--- config.mk ---
export PLATFORM = sky130hd
export DESIGN_NAME = dma_win_xlate
export DESIGN_NICKNAME = d
export VERILOG_FILES = /design/src/rtl/dwx_pkg.sv /design/src/rtl/dwx_regs.sv /design/src/rtl/dwx_win_cmp.sv /design/src/rtl/dwx_prio.sv /design/src/rtl/dma_win_xlate.sv
export SDC_FILE = /design/constraint.sdc
export NUM_CORES = 1
export LEC_CHECK = 0
export BUFFER_PORTS_ARGS = -buffer_cell sky130_fd_sc_hd__buf_2
export CAP_MARGIN = 40
export CORE_ASPECT_RATIO = 1.75
export CORE_MARGIN = 5
export CORE_UTILIZATION = 50
export CTS_CLUSTER_SIZE = 8
export DETAILED_ROUTE_END_ITERATION = 7
export PLACE_DENSITY = 0.68
export SLEW_MARGIN = 0
export SYNTH_ARGS = -nofsm -noshare
export SYNTH_HDL_FRONTEND = slang
export SYNTH_HIERARCHICAL = 1
export SYNTH_SLANG_ARGS = --single-unit
--- constraint.sdc ---
create_clock -name clk -period 5.9 [get_ports clk]
set_input_delay 1.18 -clock clk [delete_from_list [all_inputs] [get_ports clk]]
set_output_delay 1.18 -clock clk [all_outputs]
set_load 0.02 [all_outputs]
--- src/rtl/dwx_pkg.sv ---
package dwx_pkg;
    typedef enum logic [1:0] {
        SEL_BASE  = 2'd0,
        SEL_MASK  = 2'd1,
        SEL_XBASE = 2'd2,
        SEL_RSVD  = 2'd3
    } reg_sel_e;

    typedef enum logic [1:0] {
        ST_IDLE    = 2'd0,
        ST_DIRECT  = 2'd1,
        ST_SCATTER = 2'd2,
        ST_MISS    = 2'd3
    } xl_state_e;
endpackage

--- src/rtl/dwx_regs.sv ---
module dwx_regs
    import dwx_pkg::*;
#(
    parameter int NWIN      = 4,
    parameter int AW        = 32,
    parameter int GRAN_BITS = 20,
    localparam int IDXW     = $clog2(NWIN),
    localparam int CAW      = IDXW + 2
) (
    input  logic          clk,
    input  logic          rst_n,
    input  logic          we,
    input  logic [CAW-1:0] addr,
    input  logic [AW-1:0] wdata,
    output logic [AW-1:0] rdata,
    output logic [AW-1:0] base_o  [NWIN],
    output logic [AW-1:0] mask_o  [NWIN],
    output logic [AW-1:0] xbase_o [NWIN]
);
    localparam logic [AW-1:0] HI_KEEP   = {{(AW-GRAN_BITS){1'b1}}, {GRAN_BITS{1'b0}}};
    localparam logic [AW-1:0] BASE_KEEP = HI_KEEP | AW'(3);

    logic [IDXW-1:0] widx;
    reg_sel_e        rsel;

    assign widx = addr[CAW-1:2];
    assign rsel = reg_sel_e'(addr[1:0]);

    for (genvar w = 0; w < NWIN; w++) begin : g_win
        always_ff @(posedge clk or negedge rst_n) begin
            if (!rst_n) begin
                base_o[w]  <= '0;
                mask_o[w]  <= '0;
                xbase_o[w] <= '0;
            end else if (we && widx == IDXW'(w)) begin
                unique case (rsel)
                    SEL_BASE:  base_o[w]  <= wdata & BASE_KEEP;
                    SEL_MASK:  mask_o[w]  <= wdata & HI_KEEP;
                    SEL_XBASE: xbase_o[w] <= wdata;
                    SEL_RSVD:  ;
                endcase
            end
        end


        mask_gran_chk: assert property (@(posedge clk) disable iff (!rst_n)
            (mask_o[w] & ~HI_KEEP) == '0);
    end

    always_comb begin
        unique case (rsel)
            SEL_BASE:  rdata = base_o[widx];
            SEL_MASK:  rdata = mask_o[widx];
            SEL_XBASE: rdata = xbase_o[widx];
            SEL_RSVD:  rdata = '0;
        endcase
    end
endmodule

--- src/rtl/dwx_win_cmp.sv ---
module dwx_win_cmp #(
    parameter int AW        = 32,
    parameter int GRAN_BITS = 20,
    parameter bit FORCE_SG  = 1'b0
) (
    input  logic [AW-1:0] addr,
    input  logic [AW-1:0] base,
    input  logic [AW-1:0] mask,
    output logic          hit,
    output logic          sg,
    output logic [AW-1:0] offset
);
    localparam logic [AW-1:0] HI_KEEP = {{(AW-GRAN_BITS){1'b1}}, {GRAN_BITS{1'b0}}};

    logic [AW-1:0] cmp_bits;

    assign cmp_bits = HI_KEEP & ~mask;
    assign hit      = base[0] && (((addr ^ base) & cmp_bits) == '0);
    assign offset   = addr & ~cmp_bits;
    assign sg       = FORCE_SG ? 1'b1 : base[1];
endmodule

--- src/rtl/dwx_prio.sv ---
module dwx_prio #(
    parameter int N   = 4,
    localparam int IW = $clog2(N)
) (
    input  logic [N-1:0]  req,
    output logic [N-1:0]  grant,
    output logic [IW-1:0] idx,
    output logic          any
);
    always_comb begin
        grant = '0;
        idx   = '0;
        any   = 1'b0;
        for (int i = 0; i < N; i++) begin
            if (req[i] && !any) begin
                grant[i] = 1'b1;
                idx      = IW'(i);
                any      = 1'b1;
            end
        end
    end


    always_comb begin
        grant_onehot_chk: assert ($onehot0(grant));
    end
endmodule

--- src/rtl/dma_win_xlate.sv ---
module dma_win_xlate
    import dwx_pkg::*;
#(
    parameter int NWIN       = 4,
    parameter int AW         = 32,
    parameter int GRAN_BITS  = 20,
    parameter int PAGE_BYTES = 8192,
    parameter int PTE_BYTES  = 8,
    localparam int IDXW      = $clog2(NWIN),
    localparam int CAW       = IDXW + 2
) (
    input  logic            clk,
    input  logic            rst_n,
    input  logic            cfg_we,
    input  logic [CAW-1:0]  cfg_addr,
    input  logic [AW-1:0]   cfg_wdata,
    output logic [AW-1:0]   cfg_rdata,
    input  logic            req_valid,
    input  logic [AW-1:0]   req_addr,
    output logic            rsp_valid,
    output logic            rsp_miss,
    output logic            rsp_sg,
    output logic [IDXW-1:0] rsp_win,
    output logic [AW-1:0]   rsp_addr
);
    localparam int PAGE_SHIFT = $clog2(PAGE_BYTES);
    localparam int PTE_SHIFT  = $clog2(PTE_BYTES);

    logic [AW-1:0]   base_r  [NWIN];
    logic [AW-1:0]   mask_r  [NWIN];
    logic [AW-1:0]   xbase_r [NWIN];
    logic [NWIN-1:0] win_hit;
    logic [NWIN-1:0] win_sg;
    logic [AW-1:0]   win_off [NWIN];
    logic [NWIN-1:0] grant;
    logic [IDXW-1:0] win_idx;
    logic            any_hit;
    logic            sel_sg;
    logic [AW-1:0]   sel_off;
    logic [AW-1:0]   sel_xbase;
    logic [AW-1:0]   xl_addr;

    xl_state_e       state_q, state_d;
    logic [IDXW-1:0] win_q;
    logic [AW-1:0]   addr_q;

    dwx_regs #(.NWIN(NWIN), .AW(AW), .GRAN_BITS(GRAN_BITS)) u_regs (
        .clk     (clk),
        .rst_n   (rst_n),
        .we      (cfg_we),
        .addr    (cfg_addr),
        .wdata   (cfg_wdata),
        .rdata   (cfg_rdata),
        .base_o  (base_r),
        .mask_o  (mask_r),
        .xbase_o (xbase_r)
    );

    for (genvar w = 0; w < NWIN; w++) begin : g_cmp
        dwx_win_cmp #(
            .AW        (AW),
            .GRAN_BITS (GRAN_BITS),
            .FORCE_SG  (w == NWIN - 1)
        ) u_cmp (
            .addr   (req_addr),
            .base   (base_r[w]),
            .mask   (mask_r[w]),
            .hit    (win_hit[w]),
            .sg     (win_sg[w]),
            .offset (win_off[w])
        );
    end

    dwx_prio #(.N(NWIN)) u_prio (
        .req   (win_hit),
        .grant (grant),
        .idx   (win_idx),
        .any   (any_hit)
    );

    assign sel_sg    = win_sg[win_idx];
    assign sel_off   = win_off[win_idx];
    assign sel_xbase = xbase_r[win_idx];
    assign xl_addr   = sel_sg ? sel_xbase + ((sel_off >> PAGE_SHIFT) << PTE_SHIFT)
                              : sel_xbase + sel_off;

    // next-state decision
    always_comb begin
        if (!req_valid)      state_d = ST_IDLE;
        else if (!any_hit)   state_d = ST_MISS;
        else if (sel_sg)     state_d = ST_SCATTER;
        else                 state_d = ST_DIRECT;
    end

    // state register
    always_ff @(posedge clk or negedge rst_n) begin
        if (!rst_n) state_q <= ST_IDLE;
        else        state_q <= state_d;
    end

    // result data register
    always_ff @(posedge clk or negedge rst_n) begin
        if (!rst_n) begin
            win_q  <= '0;
            addr_q <= '0;
        end else if (req_valid) begin
            win_q  <= win_idx;
            addr_q <= any_hit ? xl_addr : '0;
        end
    end

    // outputs decoded from state
    always_comb begin
        rsp_valid = 1'b0;
        rsp_miss  = 1'b0;
        rsp_sg    = 1'b0;
        rsp_win   = '0;
        rsp_addr  = '0;
        unique case (state_q)
            ST_IDLE: ;
            ST_DIRECT: begin
                rsp_valid = 1'b1;
                rsp_win   = win_q;
                rsp_addr  = addr_q;
            end
            ST_SCATTER: begin
                rsp_valid = 1'b1;
                rsp_sg    = 1'b1;
                rsp_win   = win_q;
                rsp_addr  = addr_q;
            end
            ST_MISS: begin
                rsp_valid = 1'b1;
                rsp_miss  = 1'b1;
            end
        endcase
    end


    rsp_follows_req_chk: assert property (@(posedge clk) disable iff (!rst_n)
        req_valid |=> rsp_valid);

    rsp_quiet_chk: assert property (@(posedge clk) disable iff (!rst_n)
        !req_valid |=> !rsp_valid);

    miss_report_chk: assert property (@(posedge clk) disable iff (!rst_n)
        (req_valid && win_hit == '0) |=> (rsp_miss && !rsp_sg && rsp_addr == '0));

    last_win_sg_chk: assert property (@(posedge clk) disable iff (!rst_n)
        (req_valid && win_hit == NWIN'(1) << (NWIN - 1)) |=> rsp_sg);

    lowest_win_chk: assert property (@(posedge clk) disable iff (!rst_n)
        (req_valid && win_hit[0]) |=> (rsp_win == '0 && !rsp_miss));
endmodule

### Word-level counts from Yosys, hierarchy flattened

Index checks and enable logic that the tools add are counted.

| cells by class | value |
|---|---|
| add/subtract/negate cells | 2 |
| multiply operators | 0 |
| div/mod/pow operators | 0 |
| $lt $le $gt $ge | 3 |
| equal/unequal tests | 9 |
| shift operators | 0 |
| muxes and demuxes | 35 |
| bitwise gates (word level) | 22 |
| reductions and logical operators | 34 |

Operator list:

| operator | count |
|---|---|
| $mux 32 | 13 |
| $bmux 32 s2 | 5 |
| $and 32x32->32 | 8 |
| $not 32->32 | 8 |
| $logic_not 32->1 | 4 |
| $pmux 32 s4 | 1 |
| $xor 32x32->32 | 4 |
| $add 32x22->32 | 1 |
| $add 32x32->32 | 1 |
| $reduce_and 2->1 | 12 |
| $eq 2x2->1 const B | 6 |
| $mux 2 | 6 |
| $logic_and 1x1->1 | 11 |
| $mux 1 | 9 |
| $eq 2x1->1 const B | 3 |
| $ge 3x3->1 const B | 2 |
| $not 2->3 | 2 |
| $logic_not 2->1 | 2 |
| $logic_not 1->1 | 3 |
| $lt 2x3->1 const B | 1 |
| $reduce_or 3->1 | 1 |
| $bmux 1 s2 | 1 |
| $reduce_or 2->1 | 1 |

| storage, ports and cells | value |
|---|---|
| flip-flop bits (word level) | 268 |
| bits in latches | 0 |
| bits in writable memories | 0 |
| ROM bits | 0 |
| bits of input ports | 72 |
| output and inout bits | 69 |
| logic and storage cells | 120 |
| memories kept | 0 |

### Logic depth before layout (Yosys ltp)

Gate-level depths: netlist (run 1).

| logic depth | value |
|---|---|
| depth after elaboration | 21 |
| mapped depth | 22 |
| depth with buffers taken out | 19 |

### By module

The synthesis (run 1) kept the hierarchy.

Modules (own cells, without submodules):

| module | times used | cells each | area an instance (µm²) | sequential area each (µm²) |
|---|---|---|---|---|
| dwx_regs | 1 | 809 | 11663.7 | 5805.6 |
| dma_win_xlate | 1 | 660 | 6174.7 | 900.9 |
| dwx_win_cmp (g_cmp[0].u_cmp ...) | 3 | 54 | 399.1 | 0.0 |
| dwx_win_cmp (g_cmp[3].u_cmp) | 1 | 55 | 402.9 | 0.0 |
| dwx_prio | 1 | 11 | 61.3 | 0.0 |

### Worst setup path after synthesis (run 1)

Ideal clock, no wire load.

| path | value |
|---|---|
| path kind | input port to flip-flop |
| start point | input port req_addr[21] |
| end point | register addr_q[26] |
| library setup time | 0.142 ns |
| arrival | 5.954 ns |
| required time | 5.758 ns |
| setup slack | -0.196 ns |
| stages on the path | 21 |
| buffers on the path | 3 |
| cell sequence | xnor2_1 o22ai_1 or4_1 nor4_2 nand2b_4 a21oi_1 buf_6 buf_2 buf_2 mux4_2 ha_1 fa_1 a211oi_2 o21ai_2 a21oi_2 o2111ai_1 and2_4 a221oi_4 o21ai_1 xnor2_1 o221ai_1 |

| between the ends | value |
|---|---|
| elaborated cells on any way between the ends | 46 |
| those cells by class | add/sub: 2; mux: 17; bitwise: 13; reduce/logical: 14 |

RTL lines:

| what | line | source |
|---|---|---|
| start, declared | dma_win_xlate.sv:19 | `input logic [AW-1:0] req_addr,` |
| $xor 32x32->32 * | dwx_win_cmp.sv:18 | `assign hit = base[0] && (((addr ^ base) & cmp_bits) == '0);` |
| $and 32x32->32 * | dwx_win_cmp.sv:18 |  |
| $logic_not 32->1 * | dwx_win_cmp.sv:18 |  |
| $logic_and 1x1->1 * | dwx_win_cmp.sv:18 |  |
| via win_hit[3] | dma_win_xlate.sv:32 | `logic [NWIN-1:0] win_hit;` |
| $logic_and 1x1->1 * | dwx_prio.sv:15 | `if (req[i] && !any) begin` |
| $mux 2 * | dwx_prio.sv:15 |  |
| via win_idx[0] | dma_win_xlate.sv:36 | `logic [IDXW-1:0] win_idx;` |
| $not 2->3 (implied by the code) | dma_win_xlate.sv:82, dma_win_xlate.sv:83 |  |
| $bmux 32 s2, on equally long branches | dma_win_xlate.sv:83, dma_win_xlate.sv:82 |  |
| $mux 32, on equally long branches (2 in series) | dma_win_xlate.sv:83, dma_win_xlate.sv:82 |  |
| $add 32x32->32 or $add 32x22->32 (tied branches) | dma_win_xlate.sv:85, dma_win_xlate.sv:84 |  |
| $mux 32 * | dma_win_xlate.sv:84 | `assign xl_addr = sel_sg ? sel_xbase + ((sel_off >> PAGE_SHIFT) << PTE_SHIFT)` |
| $mux 32 * | dma_win_xlate.sv:108 | `addr_q <= any_hit ? xl_addr : '0;` |
| end signal, assigned | dma_win_xlate.sv:108 |  |
| end, declared | dma_win_xlate.sv:45 | `logic [AW-1:0] addr_q;` |

Mark *: on every way through the listed nets, which the timed path passes. The rest lies on a longest branch. The select of a mux whose other input is x is not followed.
A chain may end at the register's enable or synchronous reset.

### Final worst setup path (run 1)

| path | value |
|---|---|
| start point | input port req_addr[28] |
| end point | register addr_q[29] |

The elaborated chain is that of the path after synthesis.

==> results of run 1 <==
[per-stage QoR]
stage | hold WS (ns) | utilization, % | power (mW)
final | 0.497 | 58.0 | 7.45
after global routing | 0.521 | 58.0 | 7.81
after CTS | 0.500 | 57.9 | 7.48
after detailed placement | 0.481 | 55.1 | 5.46
after global placement | 0.481 | 54.7 | 5.38
after floorplan | 0.448 | - | 4.38
[routing by layer]
layer	GRT usage [%]	routed length [um]
met2	48.0	28500
met4	19.0	4460
met3	3.50	2240
met5	0	0
met1	26.7	18200
[critical path, cell delays in order]
cell                       delay, ns
sky130_fd_sc_hd__buf_2          0.14
sky130_fd_sc_hd__xnor2_1        0.16
sky130_fd_sc_hd__o22ai_1        0.14
sky130_fd_sc_hd__or4_1          0.56
sky130_fd_sc_hd__nor4_4         0.24
sky130_fd_sc_hd__nand2b_4       0.08
sky130_fd_sc_hd__a21oi_4        0.19
sky130_fd_sc_hd__buf_12         0.19
sky130_fd_sc_hd__mux4_2         0.56
sky130_fd_sc_hd__ha_1           0.24
sky130_fd_sc_hd__inv_1          0.07
sky130_fd_sc_hd__fa_1           0.18
sky130_fd_sc_hd__nand2b_1       0.14
sky130_fd_sc_hd__a21oi_1        0.09
sky130_fd_sc_hd__o31ai_1        0.37
sky130_fd_sc_hd__a31oi_1        0.25
sky130_fd_sc_hd__buf_4          0.20
sky130_fd_sc_hd__o21ai_2        0.34
sky130_fd_sc_hd__nor2_1         0.10
sky130_fd_sc_hd__xor2_1         0.15
sky130_fd_sc_hd__a21oi_1        0.16
sky130_fd_sc_hd__o311ai_1       0.12
[state kept, by name, summed over array words and instances (netlist names)]
register        count
addr_q             32
state_q             2
u_regs/base_o      56
u_regs/xbase_o    128
u_regs/mask_o      48
win_q               2
[final cells by class]
| type | count | area [um^2] | share of cell area (%) |
|---|---|---|---|
| multi-input cells | 1073 | 10500 | 50.2 |
| flip-flops and latches | 268 | 6710 | 32.0 |
| repair buffers | 289 | 1970 | 9.40 |
| clock buffers | 40 | 980 | 4.68 |
| well taps | 470 | 588 | 2.81 |
| inverters | 30 | 113 | 0.538 |
| clock inverters | 4 | 60.1 | 0.287 |
| diodes | 3 | 7.51 | 0.0358 |
[power groups by stage]
| stage | clock network [mW] | registers (mW) | logic [mW] |
|---|---|---|---|
| 2_1_floorplan | 0 | 2.45 | 1.92 |
| 3_3_place_gp | 0 | 2.54 | 2.84 |
| 3_5_place_dp | 0 | 2.57 | 2.89 |
| 4_1_cts | 2.03 | 2.55 | 2.90 |
| 5_1_grt | 2.10 | 2.60 | 3.11 |
| 6_report | 1.99 | 2.55 | 2.90 |
[final timing paths]
path                                                    start                        endpoint  depth (start not counted)  slack, ns
worst min-delay path                    addr_q[9]$_DFFE_PN0P_           addr_q[9]$_DFFE_PN0P_                          2       0.50
max in group asynchronous                               rst_n           addr_q[3]$_DFFE_PN0P_                          2       3.70
worst max-delay path                             req_addr[28]          addr_q[29]$_DFFE_PN0P_                         22       0.43
min in group asynchronous                               rst_n  u_regs/base_o[116]$_DFFE_PN0P_                          1       0.74
worst max register to register  u_regs/base_o[28]$_DFFE_PN0P_          addr_q[29]$_DFFE_PN0P_                         21       0.83
worst min register to register          addr_q[9]$_DFFE_PN0P_           addr_q[9]$_DFFE_PN0P_                          2       0.50
==> results.py, run 1 <==
metrics = {
    "status": {
        "outcome": "completed",
    },
    "critical_path": {
        "setup.worst_path.end_class": "register",
        "setup.worst_path.class": "in -> reg",
        "path_max_fanout": 15,
        "timing.critical_path.required_ns": 6.32,
        "crit_arrival_ns": 5.88,
        "setup.worst_path.start_class": "input pin",
    },
    "floorplanning": {
        "start_util_pct": 50.7,
        "fp.dieW_um": 155,
        "die_height_um": 263,
        "design.die.area_mm2": 0.0407,
        "floorplan.io_pins": 141,
        "core_region_area_mm2": 0.0361,
        "placementRows": 92,
    },
    "grt": {
        "grt_pass1_wl_mm": 82.4,
        "grt_antenna_before_repair": 3,
        "grt.total_usage_pct": 26.2,
        "via_count_of_the_first_global_routing_pass": 14300,
        "grt_start_max_net_pins": 142,
        "grt_remaining_overflow": 0,
    },
    "timing": {
        "fin_tns_setup_ns": 0,
        "final_critical_path_setup_slack_ns": 0.434,
        "worst_slew_margin_rel_pct": 32.5,
        "maxClockFrequency_ghz": 0.183,
        "timing_worst_slew_pin_value_ns": 1.01,
        "final.period_utilization_pct": 92.6,
        "finClkSkew_ns": 0.0289,
        "report.final.hold_viol_count": 0,
        "setup-violations-final": 0,
        "maxSlewViolCount": 0,
        "final.min_clock_period_ns": 5.47,
        "grt_setup_unrepaired": "no",
    },
    "clocking": {
        "clkLatencyLatePin_ns": 0.55,
        "clockBufferDepth": 3,
        "cts_resized": 0,
        "cts.htree.levels": 2,
        "path_clk_slew_ns": 0.06,
        "cts_inserted_buffers": 39,
        "clock-root-buffer": "sky130_fd_sc_hd__clkbuf_16",
        "cts_hold_buf": 0,
        "tritoncts_num_sinks": 268,
        "tritoncts_clock_tree": "built",
        "cts_post_setup_buffers_inserted": 0,
    },
    "cells_and_area": {
        "layout.cells.most_common": "sky130_fd_sc_hd__dfrtp_1",
        "fill_cells": 3071,
        "layout-drive-gt1-share_pct": 42.4,
        "layout_common_cells": "sky130_fd_sc_hd__dfrtp_1 (268), sky130_fd_sc_hd__mux2_2 (217), sky130_fd_sc_hd__buf_2 (138)",
        "post_layout_instance_count_excluding_filler_cells": 2177,
        "post-route-cell-area_mm2": 0.0209,
        "nets": 1828,
        "area.growth.synth_to_final_pct": 14.3,
    },
    "routing": {
        "routed-via-count": 13100,
        "route.final.wire_length_mm": 53.4,
        "avgRoutedWirePerCell_um": 24.5,
        "detail_route.drc_violations": 0,
        "drt.antenna.violating_nets": 0,
        "drt-initial-drc-count": 760,
        "initial_drt_pass_iterations": 5,
        "route.detailed.vias_per_inst": 6.02,
    },
    "logic_synthesis": {
        "netlist_area_mm2": 0.0183,
        "syn_area_per_cell_um2": 11.9,
        "synth.net_count": 1667,
        "yosys_warnings": 6,
        "netlist_instances": 1540,
    },
    "place": {
        "routabilityCongestion": 0.971,
        "instance_area_after_placement_mm2": 0.0199,
        "dp.cells": 2130,
        "numPortBuffers": 140,
        "pre_cts_slack_ns": -0.0364,
        "place_hpwl_mm": 40.2,
    },
    "pwr": {
        "logic_pwr_share_pct": 39.0,
        "p_int_mw": 4.86,
        "pwr_density_cell_mw_per_mm2": 355,
        "leakage_nw": 9.23,
        "switching_share_pct": 34.7,
        "ir_worst_vdd_mv": 0.294,
        "sequentialPowerShare_pct": 34.3,
        "net-switching-power_mw": 2.59,
        "clockPowerShare_pct": 26.7,
    },
    "hold_path": {
        "hp-class": "reg -> reg",
    },
    "run": {
        "max_cap_viol_count": 0,
    },
}
No activity file was read; power rests on OpenSTA's default activity.
==> run 2: changes to the inputs <==
--- a/config.mk
+++ b/config.mk
@@ -8,10 +8,11 @@
 export BUFFER_PORTS_ARGS = -buffer_cell sky130_fd_sc_hd__buf_2
 export CAP_MARGIN = 40
 export CORE_ASPECT_RATIO = 1.75
-export CORE_MARGIN = 5
+export CORE_MARGIN = 2
 export CORE_UTILIZATION = 50
 export CTS_CLUSTER_SIZE = 8
 export DETAILED_ROUTE_END_ITERATION = 7
+export GPL_TIMING_DRIVEN = 0
 export PLACE_DENSITY = 0.68
 export SLEW_MARGIN = 0
 export SYNTH_ARGS = -nofsm -noshare
==> run 2 against run 1 <==
Against the previous run:
- via count increased by 0.82%
- cell area decreased by 0.35%
- global-route usage increased by 2.8 points
- clock skew increased by 0.0056 ns
- total power decreased by 2.7%
- hold slack got worse by 0.010 ns
- critical path type unchanged
==> results.py, run 2 (synthesis gave the netlist of run 1 again) <==
metrics = {
    "cells_and_area": {
        "layout-drive-gt1-share_pct": 41.0,
        "post_layout_instance_count_excluding_filler_cells": 2187,
        "layout_common_cells": "sky130_fd_sc_hd__dfrtp_1 (268), sky130_fd_sc_hd__mux2_2 (217), sky130_fd_sc_hd__buf_2 (143)",
        "area.growth.synth_to_final_pct": 13.9,
        "nets": 1841,
        "top_register": "u_regs/xbase_o",
        "largest_register_ffs": 128,
        "largest_registers": "u_regs/xbase_o (128), u_regs/base_o (56), u_regs/mask_o (48)",
        "layout.cells.most_common": "sky130_fd_sc_hd__dfrtp_1",
    },
    "timing": {
        "final.period_utilization_pct": 98.3,
        "report.final.hold_viol_count": 0,
        "maxSlewViolCount": 0,
        "final.min_clock_period_ns": 5.80,
        "maxClockFrequency_ghz": 0.172,
        "finClkSkew_ns": 0.0345,
        "setup-violations-final": 0,
        "worst_slew_margin_rel_pct": 39.9,
        "timing_worst_slew_pin_value_ns": 0.901,
    },
    "clocking": {
        "cts_inserted_buffers": 39,
        "cts_hold_buf": 0,
        "path_clk_slew_ns": 0.06,
        "tritoncts_num_sinks": 268,
        "clkLatencyLatePin_ns": 0.55,
        "tritoncts_clock_tree": "built",
        "cts.htree.levels": 2,
        "clockBufferDepth": 3,
        "clock-root-buffer": "sky130_fd_sc_hd__clkbuf_16",
    },
    "floorplanning": {
        "floorplan.io_pins": 141,
        "fp.dieW_um": 149,
        "start_util_pct": 50.7,
        "design.die.area_mm2": 0.0383,
        "placementRows": 92,
        "core_region_area_mm2": 0.0361,
        "die_height_um": 257,
    },
    "grt": {
        "grt.total_usage_pct": 28.9,
        "grt_pass1_wl_mm": 82.9,
        "grt_remaining_overflow": 0,
        "grt_start_max_net_pins": 114,
        "via_count_of_the_first_global_routing_pass": 14200,
        "grt_antenna_before_repair": 1,
    },
    "routing": {
        "route.final.wire_length_mm": 54.4,
        "drt-initial-drc-count": 703,
        "avgRoutedWirePerCell_um": 24.9,
        "drt.antenna.violating_nets": 0,
        "route.detailed.vias_per_inst": 6.04,
        "routed-via-count": 13200,
        "initial_drt_pass_iterations": 7,
        "detail_route.drc_violations": 0,
    },
    "hold_path": {
        "hold_crit_depth": 1,
        "hp-class": "reg -> reg",
    },
    "status": {
        "outcome": "completed",
    },
    "critical_path": {
        "critPathSlowestCell": "sky130_fd_sc_hd__mux4_2",
        "worstRegToRegCells": 20,
        "setup.worst_path.start_class": "input pin",
        "timing.reg2reg.setup_slack_ns": 0.55,
        "crit_path_start": "req_addr[20]",
        "regToRegStartpoint": "u_regs/base_o[20]$_DFFE_PN0P_",
        "critical_path.cell_chain": "buf_2 -> xnor2_1 -> o22ai_1 -> or4_4 -> nor4_4 -> nand2b_4 -> a21oi_4 -> buf_12 -> buf_8 -> mux4_2 -> ha_1 -> fa_2 -> a211oi_2 -> o21ai_2 -> o2111a_1 -> o211ai_1 -> o211ai_1 -> a21oi_1 -> o21ai_0 -> xnor2_1 -> o221ai_1",
        "setup.worst_path.class": "in -> reg",
        "r2r_end": "addr_q[28]$_DFFE_PN0P_",
        "crit_arrival_ns": 6.19,
        "worstSetupEndpoint": "addr_q[28]$_DFFE_PN0P_",
        "timing.critical_path.required_ns": 6.29,
        "setup.worst_path.end_class": "register",
        "path_max_fanout": 11,
        "cpPeakStageDelay_ns": 0.55,
    },
    "place": {
        "place_hpwl_mm": 42.5,
        "dp.cells": 2130,
        "routabilityCongestion": 0.936,
        "numPortBuffers": 117,
    },
    "pwr": {
        "pwr_density_cell_mw_per_mm2": 347,
        "power_mw": 7.25,
        "leakage_nw": 9.14,
        "ir_worst_vdd_mv": 0.233,
    },
    "run": {
        "max_cap_viol_count": 0,
    },
}
[run 2: metal layers]
layer | track usage (%) | routed length [um]
met1 | 28.6 | 18000
met2 | 53.6 | 29400
met3 | 3.67 | 2160
met4 | 22.3 | 4810
met5 | 0 | 0
[run 2: report_power, final]
group | internal, mW | switching [mW] | total, mW
sequential | 2.23 | 0.338 | 2.57
clock | 1.19 | 0.806 | 2.00
combinational | 1.28 | 1.40 | 2.68
[run 2: worst max-delay path, delay by kind of cell]
| kind | cells | cell delay, ns |
|---|---|---|
| xor+xnor | 2 | 0.48 |
| compound gates | 10 | 1.93 |
| fa+ha+maj | 2 | 0.63 |
| mux | 1 | 0.55 |
| buf+inv | 3 | 0.50 |
| simple gates | 3 | 0.88 |
[run 2: cell type report]
cell class	instances	area [um^2]
inverters	30	113
repair buffers	135	774
flip-flops and latches	268	6710
multi-input cells	1073	10500
fillers	3112	15300
plain buffers	167	1110
clock buffers	41	1000
clock inverters	2	35.0
diodes	1	2.50
well taps	470	588
[run 2: stage by stage]
step | util (%) | hold slack (ns) | instance area, um^2 | worst slack, ns | setup TNS [ns]
floorplan | - | 0.448 | 18300 | 0.0300 | 0
global placement | 54.0 | 0.468 | 19500 | -1.50 | -350.41
detailed placement | 54.2 | 0.475 | 19600 | -1.63 | -33.34
CTS | 57.5 | 0.487 | 20800 | 0.00313 | 0
global route | 57.8 | 0.510 | 20900 | -0.0285 | -0.0480
finish | 57.8 | 0.487 | 20900 | 0.101 | 0
[run 2: worst min-delay path by stage]
stage / from / endpoint / slack (ns)
6_report: addr_q[1]$_DFFE_PN0P_ / addr_q[1]$_DFFE_PN0P_ / 0.49
3_3_place_gp: addr_q[1]$_DFFE_PN0P_ / addr_q[1]$_DFFE_PN0P_ / 0.47
4_1_cts: addr_q[0]$_DFFE_PN0P_ / addr_q[0]$_DFFE_PN0P_ / 0.49
2_1_floorplan: addr_q[0]$_DFFE_PN0P_ / addr_q[0]$_DFFE_PN0P_ / 0.45
3_5_place_dp: addr_q[0]$_DFFE_PN0P_ / addr_q[0]$_DFFE_PN0P_ / 0.48
5_1_grt: addr_q[0]$_DFFE_PN0P_ / addr_q[0]$_DFFE_PN0P_ / 0.51
[run 2: timing repair]
item,in CTS,in global routing
setup buffers,10,5
setup endpoints to repair,25,12
resized for setup,17,21
pin swaps,1,10
